===== config.mk =====
export PLATFORM = sky130hd
export DESIGN_NAME = lp_cfi_guard
export DESIGN_NICKNAME = d
export VERILOG_FILES = /design/src/rtl/lp_cfi_pkg.sv /design/src/rtl/lp_cfi_decode.sv /design/src/rtl/lp_cfi_lpe_sel.sv /design/src/rtl/lp_cfi_state.sv /design/src/rtl/lp_cfi_guard.sv
export SDC_FILE = /design/constraint.sdc
export NUM_CORES = 1
export LEC_CHECK = 0
export BUFFER_PORTS_ARGS = -buffer_cell sky130_fd_sc_hd__buf_4
export CAP_MARGIN = 20
export CORE_ASPECT_RATIO = 1.25
export CORE_MARGIN = 10
export CORE_UTILIZATION = 28
export DETAILED_ROUTE_END_ITERATION = 10
export GPL_ROUTABILITY_DRIVEN = 0
export PLACE_DENSITY = 0.79
export RECOVER_POWER = 50
export SLEW_MARGIN = 20
export SYNTH_ARGS = -nofsm -noshare
export SYNTH_HDL_FRONTEND = slang
export SYNTH_SLANG_ARGS = --single-unit

===== constraint.sdc =====
create_clock -name clk_i -period 1.52 [get_ports clk_i]
set_input_delay 0.076 -clock clk_i [delete_from_list [all_inputs] [get_ports clk_i]]
set_output_delay 0.076 -clock clk_i [all_outputs]
set_load 0.02 [all_outputs]

===== src/rtl/lp_cfi_pkg.sv =====
package lp_cfi_pkg;
  typedef enum logic [1:0] {
    PRIV_U = 2'd0,
    PRIV_S = 2'd1,
    PRIV_R = 2'd2,
    PRIV_M = 2'd3
  } priv_e;

  localparam logic [11:0] LPAD_LOW   = 12'h017;
  localparam logic [6:0]  OPC_JALR   = 7'h67;
  localparam logic [2:0]  CQ2_JR_F3  = 3'b100;

  function automatic logic is_link_reg(input logic [4:0] r);
    return (r == 5'd1) || (r == 5'd5) || (r == 5'd7);
  endfunction
endpackage


===== src/rtl/lp_cfi_decode.sv =====
module lp_cfi_decode
  import lp_cfi_pkg::*;
#(
  parameter bit HAS_COMPRESSED = 1'b1
) (
  input  logic [31:0] insn_i,
  output logic        is_lpad_o,
  output logic        is_ijump_o,
  output logic        link_src_o
);
  logic       wide;
  logic       jalr;
  logic       cjump;
  logic [4:0] rs1;

  assign wide      = (insn_i[1:0] == 2'b11);
  assign jalr      = wide && (insn_i[6:0] == OPC_JALR) && (insn_i[14:12] == 3'b000);
  // landing pad is AUIPC with rd=x0; it must win over plain AUIPC
  assign is_lpad_o = wide && (insn_i[11:0] == LPAD_LOW);

  generate
    if (HAS_COMPRESSED) begin : g_rvc
      assign cjump = (insn_i[1:0] == 2'b10) && (insn_i[15:13] == CQ2_JR_F3) &&
                     (insn_i[6:2] == 5'd0) && (insn_i[11:7] != 5'd0);
    end else begin : g_no_rvc
      assign cjump = 1'b0;
    end
  endgenerate

  assign rs1        = wide ? insn_i[19:15] : insn_i[11:7];
  assign is_ijump_o = jalr || cjump;
  assign link_src_o = is_link_reg(rs1);
endmodule


===== src/rtl/lp_cfi_lpe_sel.sv =====
module lp_cfi_lpe_sel
  import lp_cfi_pkg::*;
#(
  parameter bit HAS_SMODE = 1'b1
) (
  input  logic [1:0] priv_i,
  input  logic       virt_i,
  input  logic       lpe_m_i,
  input  logic       lpe_s_i,
  input  logic       lpe_h_i,
  input  logic       lpe_msec_i,
  output logic       lpe_o
);
  logic u_lpe;

  generate
    if (HAS_SMODE) begin : g_smode
      assign u_lpe = lpe_s_i;
    end else begin : g_no_smode
      assign u_lpe = lpe_m_i;
    end
  endgenerate

  always_comb begin
    unique case (priv_e'(priv_i))
      PRIV_M:  lpe_o = lpe_msec_i;
      PRIV_S:  lpe_o = virt_i ? lpe_h_i : lpe_m_i;
      PRIV_U:  lpe_o = u_lpe;
      default: lpe_o = 1'b0;
    endcase
  end
endmodule


===== src/rtl/lp_cfi_state.sv =====
module lp_cfi_state #(
  parameter bit LP_EXT = 1'b1
) (
  input  logic clk_i,
  input  logic rst_ni,
  input  logic retire_i,
  input  logic is_lpad_i,
  input  logic is_ijump_i,
  input  logic link_src_i,
  input  logic lpe_cur_i,
  input  logic dbg_enter_i,
  input  logic dbg_ret_i,
  input  logic lpe_ret_i,
  input  logic pelp_wr_i,
  input  logic pelp_wdata_i,
  output logic elp_o,
  output logic pelp_o,
  output logic fault_o
);
  generate
    if (LP_EXT) begin : g_ext
      logic elp_q, elp_d;
      logic pelp_q, pelp_d;
      logic ret_live;

      // debug events take the cycle; retirement is ignored then
      assign ret_live = retire_i && !dbg_enter_i && !dbg_ret_i;
      assign fault_o  = ret_live && elp_q && !is_lpad_i;

      always_comb begin
        elp_d  = elp_q;
        pelp_d = pelp_q;
        if (pelp_wr_i) pelp_d = pelp_wdata_i;
        if (dbg_enter_i) begin
          pelp_d = elp_q;
          elp_d  = 1'b0;
        end else if (dbg_ret_i) begin
          if (lpe_ret_i) elp_d = pelp_q;
        end else if (ret_live) begin
          if (elp_q)                        elp_d = 1'b0;
          else if (is_ijump_i && lpe_cur_i) elp_d = !link_src_i;
        end
      end

      always_ff @(posedge clk_i or negedge rst_ni) begin
        if (!rst_ni) begin
          elp_q  <= 1'b0;
          pelp_q <= 1'b0;
        end else begin
          elp_q  <= elp_d;
          pelp_q <= pelp_d;
        end
      end

      assign elp_o  = elp_q;
      assign pelp_o = pelp_q;
    end else begin : g_no_ext
      assign elp_o   = 1'b0;
      assign pelp_o  = 1'b0;
      assign fault_o = 1'b0;
    end
  endgenerate
endmodule


===== src/rtl/lp_cfi_guard.sv =====
module lp_cfi_guard #(
  parameter int unsigned XLEN           = 32,
  parameter bit          LP_EXT         = 1'b1,
  parameter bit          HAS_SMODE      = 1'b1,
  parameter bit          HAS_COMPRESSED = 1'b1,
  parameter int unsigned FAULT_CODE     = 2
) (
  input  logic            clk_i,
  input  logic            rst_ni,
  input  logic            retire_i,
  input  logic [31:0]     insn_i,
  input  logic [1:0]      priv_i,
  input  logic            virt_i,
  input  logic            lpe_m_i,
  input  logic            lpe_s_i,
  input  logic            lpe_h_i,
  input  logic            lpe_msec_i,
  input  logic            dbg_enter_i,
  input  logic            dbg_ret_i,
  input  logic [1:0]      ret_priv_i,
  input  logic            ret_virt_i,
  input  logic            pelp_wr_i,
  input  logic            pelp_wdata_i,
  output logic            elp_o,
  output logic            pelp_o,
  output logic            fault_o,
  output logic [XLEN-1:0] tval_o
);
  localparam logic [XLEN-1:0] TVAL_LPAD = XLEN'(FAULT_CODE);

  logic is_lpad, is_ijump, link_src;
  logic lpe_cur, lpe_ret;

  lp_cfi_decode #(.HAS_COMPRESSED(HAS_COMPRESSED)) i_decode (
    .insn_i     (insn_i),
    .is_lpad_o  (is_lpad),
    .is_ijump_o (is_ijump),
    .link_src_o (link_src)
  );

  lp_cfi_lpe_sel #(.HAS_SMODE(HAS_SMODE)) i_lpe_cur (
    .priv_i     (priv_i),
    .virt_i     (virt_i),
    .lpe_m_i    (lpe_m_i),
    .lpe_s_i    (lpe_s_i),
    .lpe_h_i    (lpe_h_i),
    .lpe_msec_i (lpe_msec_i),
    .lpe_o      (lpe_cur)
  );

  lp_cfi_lpe_sel #(.HAS_SMODE(HAS_SMODE)) i_lpe_ret (
    .priv_i     (ret_priv_i),
    .virt_i     (ret_virt_i),
    .lpe_m_i    (lpe_m_i),
    .lpe_s_i    (lpe_s_i),
    .lpe_h_i    (lpe_h_i),
    .lpe_msec_i (lpe_msec_i),
    .lpe_o      (lpe_ret)
  );

  lp_cfi_state #(.LP_EXT(LP_EXT)) i_state (
    .clk_i        (clk_i),
    .rst_ni       (rst_ni),
    .retire_i     (retire_i),
    .is_lpad_i    (is_lpad),
    .is_ijump_i   (is_ijump),
    .link_src_i   (link_src),
    .lpe_cur_i    (lpe_cur),
    .dbg_enter_i  (dbg_enter_i),
    .dbg_ret_i    (dbg_ret_i),
    .lpe_ret_i    (lpe_ret),
    .pelp_wr_i    (pelp_wr_i),
    .pelp_wdata_i (pelp_wdata_i),
    .elp_o        (elp_o),
    .pelp_o       (pelp_o),
    .fault_o      (fault_o)
  );

  assign tval_o = fault_o ? TVAL_LPAD : '0;
endmodule


==> results of run 1 <==
[worst max-delay path, delay by kind of cell, from the launching register on]
kind	cells	cell delay (ps)
AND/OR/NAND/NOR	2	450
flip-flops	1	410
AO/OA/AOI/OAI	2	400
[per-layer routing]
| layer | track usage (%) | part of all wire [%] |
|---|---|---|
| met1 | 7.83 | 30 |
| met5 | 0 | 0 |
| met3 | 3.11 | 14 |
| met2 | 14.6 | 55 |
| met4 | 3.05 | 0 |
[Yosys cell counts]
cell / instances / area, µm²
a211oi_1: 3 / 22.5
a21oi_1: 1 / 5.00
a31oi_1: 1 / 6.26
a41oi_1: 1 / 8.76
buf_4: 32 / 240
conb_1: 1 / 3.75
dfrtp_1: 2 / 50.1
inv_1: 1 / 3.75
mux2i_1: 3 / 30.0
nand2_1: 2 / 7.51
nand2b_1: 1 / 6.26
nand3_1: 2 / 10.0
nand4_1: 1 / 6.26
nand4b_1: 3 / 26.3
nor2_1: 9 / 33.8
nor3_1: 1 / 5.00
nor3b_2: 1 / 12.5
nor4_1: 1 / 6.26
nor4b_1: 1 / 8.76
nor4b_2: 1 / 15.0
nor4bb_1: 1 / 10.0
o2111ai_1: 1 / 8.76
o21ai_0: 1 / 5.00
o32a_1: 1 / 10.0
[power breakdown]
part           internal [W]  switching [W]
combinational     0.0000874       0.000124
sequential        0.0000598     0.00000692
clock             0.0000872      0.0000310
total              0.000234       0.000162
[state kept, by name (all words and copies together), names as in the netlist]
name and count:
i_state.pelp_o 1, i_state.elp_o 1
[worst max-delay path by stage]
stage	endpoint	slack [ps]	cells past startpoint
2_1_floorplan	tval_o[1]	170	3
3_3_place_gp	i_state.elp_o$_DFFE_PN0P_	230	4
3_5_place_dp	i_state.elp_o$_DFFE_PN0P_	190	4
4_1_cts	i_state.elp_o$_DFFE_PN0P_	180	4
5_1_grt	i_state.elp_o$_DFFE_PN0P_	80	4
6_report	i_state.elp_o$_DFFE_PN0P_	200	4
[cells by family (layout without fill, tap and decap cells)]
family / Yosys count / after routing
buffers and inverters: 33 / 45
and+or+nand+nor: 24 / 24
AOI/OAI and AO/OA: 9 / 9
muxes: 3 / 3
DFF: 2 / 2
other: 1 / 31
[cell type report]
type,count,area share (%)
timing repair buffer,41,39.7
tap,19,3.11
inverter,1,0.492
multi-input combinational,67,47.2
sequential,2,6.56
clock buffer,3,2.95
[metrics by stage]
stage,utilization (%),instance area [µm²],std cells,power [W]
finish,42.2,763,133,0.000397
global placement,40.8,738,129,0.000273
detailed placement,40.8,738,129,0.000278
CTS,42.6,771,133,0.000406
global route,42.2,763,133,0.000427
floorplan,-,654,102,0.000238
==> summary.md, run 1 <==
| Metric | Value |
|---|---|
| Filler cells | `194` |
| # diodes | `0` |
| Clock transition at path regs | `30 ps` |
| Tmin final | `1320 ps` |
| WP data required | `1680 ps` |
| Share of post-route cells with drive strength above 1 | `37.7%` |
| Synth Area in Compound Gates | `12.2%` |
| Crit path kind | `reg2reg` |
| Most frequent cells in the layout | `buf_4 (38), conb_1 (31), nor2_1 (9)` |
| Critical path arrival | `between 1000 and 1500 ps` |
| Clk root buf | `clkbuf_4` |
| First-pass DRT Iterations | `2` |
| Core area | `about 1800 µm²` |
| First-pass GRT wire length | `approximately 2800 µm` |
| Dpl hpwl | `1760 µm` |
| Largest net degree at the start of global routing | `7` |
| Max cap viols | `0` |
| Synth Area in XOR/XNOR | `0%` |
| Via Count | `567` |
| Initial Util | `30.0%` |
| H-tree depth | `1` |
| Final Cycle Share | `86.7%` |
| DRT iter0 DRCs | `3` |
| Core Rows | `17` |
| R2r setup slk | `200 ps` |
| Outcome | `finished clean` |
| Worst vdd ir | `0.217 mV` |
| RSZ-0062 raised after global routing | `no` |
| Clk sink count | `2` |
| DP Worst Slack | `186 ps` |
| Antenna violations before repair | `0` |
| Clk Latency, worst-skew pair | `roughly 220 ps` |
| WL/cell | `approximately 14 µm` |
| Layout overhead on the synthesized area | `40.9%` |
| PortBufs | `40` |
| Min-Delay Path Class | `in2reg` |
| Vias in the first global route | `approximately 660` |
| Worst reg2reg path depth | `4` |
| Hold-fix buffers, CTS | `1` |
| Syn Area/Cell | `7.52 µm²` |
| Reg2reg start | `i_state.elp_o$_DFFE_PN0P_` |
| Reg2reg end | `i_state.elp_o$_DFFE_PN0P_` |
| Worst setup path start | `i_state.elp_o$_DFFE_PN0P_` |
| Critical path launch point type | `register` |
| Final WS setup | `a little over 200 ps` |
| CP peak stage delay | `410 ps` |
| Max frequency | `759 MHz` |
| Mapped Cells | `72` |
| Multi-input logic area | `360 µm²` |
| Seq. cell area | `between 50 and 60 µm²` |
| HP Start | `dbg_enter_i` |
| Pleak | `0.402 nW` |
| Ports | `84` |
| Final Hold Vio Count | `0` |
| Die height | `69.2 µm` |
| Adder-cell share of the synthesized area | `0%` |
| Drt via density | `4.26` |
| Synth Register Bits | `2` |
| Crit. End Element | `register` |
| Most common cell after layout, fill and taps aside | `buf_4` |
| Cts bufs inserted | `3` |
| Netlist Area Pre-Place | `542 µm²` |
| Hold path endpoint | `i_state.pelp_o$_DFFE_PN0P_` |
| Cell chain of the critical path | `nor4_1, nand4_1, a211oi_1, o32a_1` |
| Post-Synth Simple-Gate Area | `27.3%` |
| Pins Over Slew Limit | `0` |
| Yosys warns | `0` |
| Endpoints failing setup | `0` |
| Power Density | `520 nW/µm²` |
| Post-CTS sizing | `0` |
| Min Hold Slack | `99.8 ps` |
| Critical path peak fanout | `5` |
| Grt ovf | `0` |
| TNS Setup | `0 ps` |
| Post CTS Setup Buffer Count | `0` |
| Main combinational cell family by area after synthesis | `buffers and inverters` |
| Clock Skews | `0.241 ps` |
| Post-route DRC violation count | `0` |
| Synth unique cells | `24` |
| Worst hold stages | `2` |
| Total track usage | `8.15%` |
| TritonCTS clock tree | `done` |
| Sequential share of the synthesized area | `about 9%` |
| Die span in x | `59.3 µm` |
| Area of the die | `4110 µm²` |
| Multiplexer area fraction after synthesis | `5.54%` |
| Clock Path Buffers | `2` |
| Layout Nets | `165` |
| Final wirelength | `1880 µm` |
| CP max stage cell | `dfrtp_1` |
| DRT antenna net count | `0` |
No activity file was read; power rests on OpenSTA's default activity.
==> inputs of run 2 (changes only) <==
--- a/config.mk
+++ b/config.mk
@@ -9,12 +9,13 @@
 export CAP_MARGIN = 20
 export CORE_ASPECT_RATIO = 1.25
 export CORE_MARGIN = 10
-export CORE_UTILIZATION = 28
+export CORE_UTILIZATION = 29
 export DETAILED_ROUTE_END_ITERATION = 10
 export GPL_ROUTABILITY_DRIVEN = 0
-export PLACE_DENSITY = 0.79
+export PLACE_DENSITY_LB_ADDON = 0.12
 export RECOVER_POWER = 50
 export SLEW_MARGIN = 20
 export SYNTH_ARGS = -nofsm -noshare
 export SYNTH_HDL_FRONTEND = slang
+export SYNTH_HIERARCHICAL = 1
 export SYNTH_SLANG_ARGS = --single-unit
==> run 2 against run 1 <==
- clock skew barely moved
- combinational power decreased by 8%
- setup slack got worse by 95 ps
- final area is 2.6% higher
- final cell count increased by 0.75%
- sequential share of layout area decreased by 0.17 points
- maximum frequency down 6.8%
==> summary.md, run 2 <==
| Metric | Value |
|---|---|
| Outcome | `finished clean` |
| Worst setup path start | `insn_i[0]` |
| Synth top cells by count | `buf_4 (32), nor2_1 (6), nand2_1 (4)` |
| Power Density | `472 nW/µm² (-9.1%)` |
| Layout overhead on the synthesized area | `42.0%` |
| Comb pwr share | `52.9% (-0.5 points)` |
| Most common cell after layout, fill and taps aside | `buf_4` |
| Internal | `0.000225 W (-3.9%)` |
| Syn Area/Cell | `7.56 µm² (+0.45%)` |
| Post-synth top area share | `43.5% (-0.80 points)` |
| GR Util met2 | `13.4% (-1.2 points)` |
| Cts bufs inserted | `3 (unchanged)` |
| Total net switching power | `0.000145 W (-11%)` |
| Most Crowded Layer GR | `met2` |
| DP Cell Count | `130 (+0.78%)` |
| Clock Path Buffers | `2 (unchanged)` |
| Vias in the first global route | `594 (-9.5%)` |
| Yosys warns | `6 (+6)` |
| DP Worst Slack | `-154 ps (-341 ps)` |
| Synth Register Bits | `2 (unchanged)` |
| Filler cells | `214 (+10%)` |
| Drt via density | `4.13 (-3.0%)` |
| HP Start | `dbg_enter_i` |
| Final Cycle Share | `92.9% (+6.3 points)` |
| Core Rows | `17 (unchanged)` |
| Area of the die | `4060 µm² (-1.1%)` |
| Post-route DRC violation count | `0 (unchanged)` |
| DRT antenna net count | `0 (unchanged)` |
| TritonCTS clock tree | `done` |
| H-tree depth | `1 (unchanged)` |
| Critical path peak fanout | `3 (-2)` |
| Layout Nets | `166 (+0.61%)` |
| Min-Delay Path Class | `in2reg` |
| Reg2reg start | `i_state/elp_o$_DFFE_PN0P_` |
| Pleak | `0.422 nW (+4.8%)` |
| Via Count | `554 (-2.3%)` |
| Mapped Cells | `73 (+1.4%)` |
| PortBufs | `40 (unchanged)` |
| R2r setup slk | `420 ps (+220 ps)` |
| DRT iter0 DRCs | `9 (+6)` |
| Switching share of power | `39.1% (-1.8 points)` |
| Sequential share of the synthesized area | `9.07% (-0.17 points)` |
| Largest net degree at the start of global routing | `6 (-1)` |
| TNS Setup | `0 ps (unchanged)` |
| Synth unique cells | `24 (unchanged)` |
| Post-synth top area cell | `buf_4` |
| Crit path kind | `in2reg` |
| Critical Path Sink | `i_state/elp_o$_DFFE_PN0P_` |
| Netlist Area Pre-Place | `552 µm² (+1.8%)` |
| Total track usage | `8.30% (+0.16 points)` |
| WL/cell | `14.2 µm (+0.26%)` |
| Global Route met3 Usage | `3.84% (+0.73 points)` |
| Tmin final | `1410 ps (+95.4 ps)` |
| Core area | `1790 µm² (-1.2%)` |
| Clk sink count | `2 (unchanged)` |
| Ports | `84 (unchanged)` |
| Clock Skews | `0.368 ps (+0.127 ps)` |
| Post-synth EDFFs | `0 (unchanged)` |
| Final std cells w/o fill | `134 (+0.75%)` |
| RSZ-0062 raised after global routing | `no` |
| Dominant cells by area after synthesis | `buf_4 (44%), dfrtp_1 (9.1%), mux2i_1 (5.4%), nor2_1 (4.1%), a31o_1 (3.2%)` |
| Final Hold Vio Count | `0 (unchanged)` |
| Final wirelength | `1900 µm (+1.0%)` |
| Die height | `68.8 µm (-0.59%)` |
| Endpoints failing setup | `0 (unchanged)` |
| Critical path arrival | `1550 ps (+70 ps)` |
| Initial Util | `30.9% (+0.92 points)` |
| Dpl hpwl | `1790 µm (+1.6%)` |
| Die span in x | `59.0 µm (-0.56%)` |
| Max frequency | `708 MHz (-6.8%)` |
| Worst vdd ir | `0.178 mV (-18%)` |
| Finished Core Util | `43.8% (+1.6 points)` |
| Met1 usage | `8.28% (+0.45 points)` |
| Share of post-route cells with drive strength above 1 | `40.9% (+3.2 points)` |
| Post-synth top flop | `dfrtp_1` |
| Clk pwr share | `31.3% (+1.5 points)` |
| Seq pwr share | `15.7% (-1.1 points)` |
| Count leader, synth | `buf_4` |
| Clk root buf | `clkbuf_4` |
| Grt ovf | `0 (unchanged)` |
| Antenna violations before repair | `0 (unchanged)` |
| Share of synthesized flip-flops with an asynchronous set or reset | `100% (unchanged)` |
| Clock transition at path regs | `30 ps (about the same)` |
| Max cap viols | `0 (unchanged)` |
| WP data required | `1660 ps (-20 ps)` |
| Final WS setup | `107 ps (-95.4 ps)` |
| Crit. End Element | `register` |
| # diodes | `0 (unchanged)` |
| First-pass DRT Iterations | `2 (unchanged)` |
| Post-CTS sizing | `0 (unchanged)` |
| First-pass GRT wire length | `2650 µm (-6.6%)` |
| Pins Over Slew Limit | `0 (unchanged)` |
| Min Hold Slack | `84.9 ps (-14.9 ps)` |
| Reg2reg end | `i_state/elp_o$_DFFE_PN0P_` |
| Critical path launch point type | `input port` |
| Most frequent cells in the layout | `buf_4 (39), conb_1 (31), nor2_1 (6)` |
| Clk Latency, worst-skew pair | `220 ps (about the same)` |
| Worst reg2reg path depth | `3 (-1)` |
-- run 2: cell types whose count changed in the layout (fill, tap and decap cells not counted), sizes merged, moves of 2 or more --
cell,previous run,this run
a31o,0,2
nand4b,3,1
o21ai,1,3
nand2,2,4
nor2,9,6
-- run 2: cell type report --
class | count | area, µm² | area share [%]
clock buffer | 3 | 22.5 | 2.88
inverter | 1 | 3.75 | 0.479
multi-input combinational | 68 | 377 | 48.1
sequential | 2 | 50.0 | 6.39
tap | 19 | 23.8 | 3.04
timing repair buffer | 41 | 307 | 39.1
-- run 2: cells by family (layout without fill, tap and decap cells) --
kind of cell / after synthesis / in the layout / synth area share, %
muxes: 3 / 3 / 5.44
buffers and inverters: 33 / 45 / 44.2
and+or+nand+nor: 24 / 24 / 27.2
AOI/OAI and AO/OA: 10 / 10 / 13.4
other: 1 / 31 / 0.680
DFF: 2 / 2 / 9.07
-- run 2: metrics by stage --
step	power [W]	instance area, µm²
after floorplan	0.000220	671
after global placement	0.000248	754
after detailed placement	0.000250	754
after CTS	0.000374	787
after global routing	0.000399	783
final	0.000370	783
-- run 2: power groups by stage --
stage	sequential [W]	clock, W	combinational [W]
after floorplan	0.0000613	0	0.000158
after global placement	0.0000587	0	0.000190
after detailed placement	0.0000588	0	0.000192
after CTS	0.0000583	0.000122	0.000194
after global routing	0.0000587	0.000127	0.000213
final	0.0000581	0.000116	0.000196
-- run 2: metal layers --
| metal | up-vias | wire length (µm) |
|---|---|---|
| li1 | 276 | - |
| met4 | 0 | 17 |
| met5 | - | 0 |
| met2 | 41 | 980 |
| met3 | 2 | 239 |
| met1 | 235 | 662 |
-- run 2: worst max-delay path: stages --
cell and delay (ps):
buf_4 110, nor4b_1 300, nand4_1 150, a2111oi_2 300
nand2_1 80, or4b_1 450, o21ai_0 80
-- run 2: worst min-delay path by stage --
stage / slack [ps] / depth (start not counted) / to
floorplan: -220 / 0 / i_state/elp_o$_DFFE_PN0P_
global placement: -140 / 1 / i_state/pelp_o$_DFFE_PN0P_
detailed placement: -140 / 1 / i_state/pelp_o$_DFFE_PN0P_
CTS: 80 / 2 / i_state/pelp_o$_DFFE_PN0P_
global route: 100 / 2 / i_state/pelp_o$_DFFE_PN0P_
finish: 80 / 2 / i_state/pelp_o$_DFFE_PN0P_
-- run 2: repair_timing --
item	in CTS	in global routing
hold buffers	1	0
endpoints found under the hold margin	2	0
setup endpoints to repair	0	0
buffers inserted	0	0
